===== src/rtl/rlink_ctrl_parser.sv =====
module rlink_ctrl_parser #(
  parameter int DEPTH = 4,
  parameter int CW    = 8,
  localparam int AW   = $clog2(DEPTH),
  localparam int EW   = 97
) (
  input  logic          clk,
  input  logic          rst_n,
  input  logic [47:0]   local_mac,
  input  logic          in_valid,
  input  logic          in_sof,
  input  logic          in_eof,
  input  logic [7:0]    in_data,
  input  logic          q_pop,
  output logic          q_valid,
  output logic [EW-1:0] q_entry,
  output logic [CW-1:0] ovf_count
);
  logic [6:0]  cnt, idx;
  logic        in_frame, bad, fin, hdr_ok;
  logic [15:0] code, f16;
  logic [31:0] f32, dly;
  logic [EW-1:0] mem [DEPTH];
  logic [AW:0] wp, rp;

  wire take   = in_valid && (in_sof || in_frame);
  wire is_ack = code == 16'h0003;
  wire push   = fin && !bad && (is_ack ? cnt >= 7'd28 : cnt >= 7'd24);
  wire [AW:0] level = wp - rp;
  wire full   = level == AW'(0) + (AW+1)'(DEPTH);

  assign idx = in_sof ? 7'd0 : cnt;

  always_comb begin
    case (idx)
      7'd0:    hdr_ok = in_data == local_mac[47:40];
      7'd1:    hdr_ok = in_data == local_mac[39:32];
      7'd2:    hdr_ok = in_data == local_mac[31:24];
      7'd3:    hdr_ok = in_data == local_mac[23:16];
      7'd4:    hdr_ok = in_data == local_mac[15:8];
      7'd5:    hdr_ok = in_data == local_mac[7:0];
      7'd12:   hdr_ok = in_data == 8'hFA;
      7'd13:   hdr_ok = in_data == 8'hDE;
      7'd14:   hdr_ok = in_data == 8'h01;
      7'd15:   hdr_ok = in_data == 8'h00;
      default: hdr_ok = 1'b1;
    endcase
  end

  always_ff @(posedge clk) begin
    if (!rst_n) begin
      cnt <= '0; in_frame <= 1'b0; bad <= 1'b0; fin <= 1'b0;
      code <= '0; f16 <= '0; f32 <= '0; dly <= '0;
    end else begin
      fin <= take && in_eof;
      if (take) begin
        cnt      <= (idx == 7'd127) ? idx : idx + 7'd1;
        bad      <= (in_sof ? 1'b0 : bad) | !hdr_ok;
        in_frame <= !in_eof;
        if (idx == 7'd16 || idx == 7'd17) code <= {code[7:0], in_data};
        if (idx == 7'd18 || idx == 7'd19) f16  <= {f16[7:0], in_data};
        if (idx >= 7'd20 && idx <= 7'd23) f32  <= {f32[23:0], in_data};
        if (idx >= 7'd24 && idx <= 7'd27) dly  <= {dly[23:0], in_data};
      end
    end
  end

  assign q_valid = wp != rp;
  assign q_entry = mem[rp[AW-1:0]];

  always_ff @(posedge clk) begin
    if (!rst_n) begin
      wp <= '0; rp <= '0; ovf_count <= '0;
    end else begin
      if (push && !full) begin
        mem[wp[AW-1:0]] <= {is_ack, code, f16, f32, is_ack ? dly : 32'd0};
        wp <= wp + 1'b1;
      end
      if (push && full) ovf_count <= ovf_count + 1'b1;
      if (q_pop && q_valid) rp <= rp + 1'b1;
    end
  end
endmodule


===== config.mk =====
export PLATFORM = sky130hd
export DESIGN_NAME = rlink_ctrl_parser
export DESIGN_NICKNAME = d
export VERILOG_FILES = /design/src/rtl/rlink_ctrl_parser.sv
export SDC_FILE = /design/constraint.sdc
export NUM_CORES = 1
export LEC_CHECK = 0
export BUFFER_PORTS_ARGS = -buffer_cell sky130_fd_sc_hd__buf_2
export CAP_MARGIN = 20
export CORE_ASPECT_RATIO = 0.8
export CORE_MARGIN = 1.5
export CORE_UTILIZATION = 45
export DETAILED_ROUTE_END_ITERATION = 8
export SKIP_CTS_REPAIR_TIMING = 1
export SLEW_MARGIN = 40
export SYNTH_ARGS = -nofsm -noshare
export SYNTH_HDL_FRONTEND = slang
export SYNTH_SLANG_ARGS = --single-unit

===== constraint.sdc =====
create_clock -name clk -period 7.5 [get_ports clk]
set_clock_uncertainty 0.15 [all_clocks]
set_input_delay 0.375 -clock clk [delete_from_list [all_inputs] [get_ports clk]]
set_output_delay 0.375 -clock clk [all_outputs]
set_load 0.02 [all_outputs]

Word-level counts from Yosys, hierarchy flattened
Memory sizes are Yosys's and may differ from the RTL's. A register that Yosys moved wholly into a read port is not among the register bits. Index checks and enable logic that the tools add are counted.

Add/subtract/negate cells: 5. Order comparisons: 6. Equal/unequal tests: 26. Mux-type cells: 11. Bitwise logic cells: 1. Reductions and logical operators: 22.

Operator list (count): $eq 8x8->1 (6); $mux 32 (1); $eq 7x4->1 const B (4); $eq 7x5->1 const B (4); $ge 7x5->1 const B (4); $eq 16x2->1 const B (1); $eq 8x8->1 const B (2); $eq 7x2->1 const B (2); $eq 7x3->1 const B (2); $le 7x5->1 const B (2); $mux 7 (2); $pmux 1 s10 (1); $logic_and 1x1->1 (9); $add 8x1->8 const B (1); $eq 8x1->1 const B (1); $logic_not 8->1 (1); $reduce_and 2->1 (4); $add 7x1->7 const B (1); $eq 7x1->1 const B (1); $eq 7x7->1 const B (1); $logic_not 7->1 (1); $add 3x1->3 const B (2); $mux 1 (5); $logic_not 1->1 (4); other kinds (6) (9).

Register bits after elaboration: 120. Bits in writable memories: 388. Input port bits: 62. Output and inout port bits: 106. Memories kept: 1.

Memory list: mem (depth 4, bits a word 97, read ports 1, clocked after memory_dff 1, write ports 1, RTL line 23) `logic [EW-1:0] mem [DEPTH];`.

Logic depth before layout (Yosys ltp)
Depth after elaboration: 7. Mapped depth: 9. Mapped depth without buffers: 9.

Worst setup path after synthesis
Ideal clock, no wire load.

Kind: reg-to-reg. From: reg wp[0]. To: mem mem[0][0], enable pin. Setup time: 467 ps. Arrival time: 3763 ps. Path slack: 3120 ps. Stages on the path, launching flop included: 8. Path buffers: 0. Cells stage by stage: dfxtp_1 > inv_1 > ha_1 > nor2b_1 > xnor2_1 > and3_1 > a211oi_2 > and3_1.

Cells in the longest elaborated chain, start to end: 7.

Ends and longest elaborated chain: start: declaration (RTL line 24) `logic [AW:0] wp, rp;`; start signal: assignment (RTL line 77) `wp <= wp + 1'b1;`; $sub 3x3->3 (RTL line 29) `wire [AW:0] level = wp - rp;`; $eq 3x3->1 (RTL line 30) `wire full = level == AW'(0) + (AW+1)'(DEPTH);`; $logic_not 1->1 (RTL line 75) `if (push && !full) begin`; $logic_and 1x1->1 (RTL line 75); $mux 1 (RTL line 75); $mux 1 (RTL line 72) `if (!rst_n) begin`; $mux 1 (RTL line 76) `mem[wp[AW-1:0]] <= {is_ack, code, f16, f32, is_ack ? dly : 32'd0};`; end: declaration (RTL line 23).

Several ways; a longest one is shown, not always the timed one.

Worst setup path in the final report
From: reg code[4]. To: mem mem[1][6], enable pin.

Cells in the longest elaborated chain, start to end: 7.

Ends and longest elaborated chain: start: declaration (RTL line 21) `logic [15:0] code, f16;`; start signal: assignment (RTL line 60) `if (idx == 7'd16 || idx == 7'd17) code <= {code[7:0], in_data};`; $eq 16x2->1 (RTL line 27) `wire is_ack = code == 16'h0003;`; $mux 1 (RTL line 28) `wire push = fin && !bad && (is_ack ? cnt >= 7'd28 : cnt >= 7'd24);`; $logic_and 1x1->1 (RTL line 28); $logic_and 1x1->1 (RTL line 75); $mux 1 (RTL line 75); $mux 1 (RTL line 72); $mux 1 (RTL line 76).

No other way between the ends.

==> results.cfg <==
[sta]
hold_violations = 0
period_share_pct = 52.10
tightest_slew_ps = 726.4
clock.fmax_mhz = 255.9
rsz0062_at_grt = no
holdWs_ps = 48.59
finalSetupViolCount = 0
setup_tns_ps = 0
maxSlewViolCount = 0
relSlewSlack_pct = 51.57
min_period_ps = 3907

[grt]
grt_first_pass_wirelength_um = 66580
antenna_found_initial = 1
grt_pass1_vias = 10952
grt_max_degree = 83
track_usage_pct = 19.61
gr-total-overflow = 0

[cts]
cts_tree = yes
cts_sinks = 510
root_buffer = clkbuf_16
clkTransAtPathRegs_ps = 60
cts_made_buffers = 48
cts_buffer_depth = 3
htree_levels = 2
clock_latency_ps = 560

[finish]
finalNonFillerCells = 1994
fill_cells = 3528
area_growth_pct = 15.54
nets = 1465
n_antenna_cell = 0
drive_above_1_share_pct = 26.57
fin_util_pct = 52.51

[placement]
port_buffers = 167
gp_congestion = 0.8473
dp_cells = 1903
place_hpwl_um = 26920

[worst_setup_path]
worstPathArrival_ps = 3930
cp_top_family = simple AND/OR/NAND/NOR gates
endpoint_kind = flop
crit_cells = 7
slowest_delay_ps = 580
worstSetupStartpointType = flop
path_cells = nor4_1, and4_2, a21o_1, a211oi_2, and3_4, buf_12, buf_4
r2r_setup_slack_ps = 3590
worst_path_max_delay_cell = and3_4
rr_endpoint = mem[1][6]
path_max_fanout = 46
reg2regPathDepth = 7
critical_path_buf_inv_count = 2
critPathKind = flop to flop
startpoint = code[4]
crit_required_ps = 7520
r2r_start = code[4]

[hold_path]
hp-class = input port to flop
hp-start = in_data[5]
hold_depth = 3
hold_path_end = code[5]

[routing]
firstDrtPassIters = 5
vias_per_cell = 5.432
drt_wl_total_um = 43340
initialDrtViolationCount = 733
post-route-drc-count = 0
detail-route-antenna-nets = 0
vias = 10831
avgRoutedWirePerCell_um = 21.73

[power]
cellPowerDensity_mw_per_mm2 = 241.1
p_leak_nw = 7.776
ir_drop_mv = 0.1558

[run]
maxCapViolations = 0

[yosys]
synth_most_common_cell = edfxtp_1
avgSynthCellArea_um2 = 15.88
synth_async_sr_flop_share_pct = 0
ys_warn_count = 0
synthesis.area_mm2 = 0.01953
synth.area.top_cells = edfxtp_1 (60%), dfxtp_1 (13%), mux4_2 (11%)
synthTopCellsByCount = edfxtp_1 (388), nand2_1 (212), dfxtp_1 (122), a21oi_1 (102), mux4_2 (97)
yosys.area.top_type = edfxtp_1
yosysSeqAreaShare_pct = 72.17
syn_inst = 1230
syn-num-nets = 1300
synth.distinct_cells = 63
ys_seq_elements = 510
synth_top_area_share_pct = 59.67
synth_edf_count = 388
synthFlopType = edfxtp_1

[run_status]
status = complete, no violations

[floorplan]
die-area_mm2 = 0.04466
core_mm2 = 0.04297
start_util_pct = 45.45
die_h_um = 189.3
dieWidth_um = 235.9
rows = 68
io_pins = 168
## metrics by stage
stage,setup WS [ps],total power [mW],cell area (um2)
2_1_floorplan,3120,3.108,19530
3_3_place_gp,3266,3.147,20900
3_5_place_dp,3499,3.147,21010
4_1_cts,3477,5.492,22540
5_1_grt,3275,5.608,22560
6_report,3593,5.441,22560
## state kept, by name, indices dropped and copies added (netlist names), named ones only
signal / count
bad: 1
cnt: 7
code: 16
dly: 32
f16: 16
f32: 32
fin: 1
in_frame: 1
mem: 388
ovf_count: 8
rp: 3
wp: 3
## worst max-delay path by stage
stage,slack (ps),end
after floorplan,3120,mem[0][0]
after global placement,3270,mem[1][74]
after detailed placement,3500,mem[1][73]
after CTS,3480,mem[1][15]
after global routing,3280,mem[1][13]
final,3590,mem[1][6]
## report_power, final
| group | internal [mW] | total, mW | leakage (nW) | switching [mW] |
|---|---|---|---|---|
| combinational | 0.0302 | 0.0851 | 1.99 | 0.0549 |
| clock | 1.34 | 2.35 | 0.762 | 1.01 |
| sequential | 3.00 | 3.00 | 5.02 | 0.00555 |
## kinds of logic after synthesis
family,synth area share (%)
and+or+nand+nor,8.176
xor gates and xnor gates,0.8522
muxes,11.60
buffers and inverters,1.621
adders and majority gates,0.5126
AOI/OAI and AO/OA,5.068
DFF,72.17
## layout make-up
class | instances | area (um2) | share of cell area [%]
flip-flops and latches | 510 | 14100 | 62.50
multi-input cells | 642 | 5159 | 22.86
clock buffers | 64 | 1321 | 5.856
repair buffers | 184 | 1030 | 4.564
well taps | 560 | 700.7 | 3.105
clock inverters | 25 | 215.2 | 0.9538
inverters | 9 | 35.03 | 0.1553
## routing by layer
metal	up-vias	track usage, %	wire [um]
met3	52	3.761	2520
li1	4996	-	-
met4	0	3.896	621
met1	5499	29.13	20180
met5	-	0	0
met2	284	30.34	20020
## placed cells by master, fill, tap and decap left out, drive strengths merged, types with 3 or more instances in the layout
| cell type | count |
|---|---|
| edfxtp | 388 |
| nand2 | 212 |
| buf | 182 |
| dfxtp | 122 |
| a21oi | 102 |
| mux4 | 97 |
| clkbuf | 64 |
| and2 | 35 |
| nor2 | 31 |
| clkinv | 21 |
| o21ai | 19 |
| nand3 | 14 |
| xor2 | 12 |
| and3 | 9 |
| mux2i | 8 |
| ha | 8 |
| inv | 8 |
| xnor2 | 7 |
| nor3 | 7 |
| nor4 | 7 |
| nand4 | 6 |
| nor2b | 5 |
| a21boi | 5 |
| nand2b | 4 |
| a22oi | 4 |
| a211oi | 4 |
| and4 | 4 |
| a21o | 3 |
| or3 | 3 |
| o22ai | 3 |
| a22o | 3 |
| a221oi | 3 |
| bufinv | 3 |
## worst reg2reg max path, stage by stage, from the launching register on
cell and delay, ps:
dfxtp_1 440, nor4_1 130, and4_2 460, a21o_1 320
a211oi_2 510, and3_4 580, buf_12 260, buf_4 620
(Power assumes the default switching activity.)
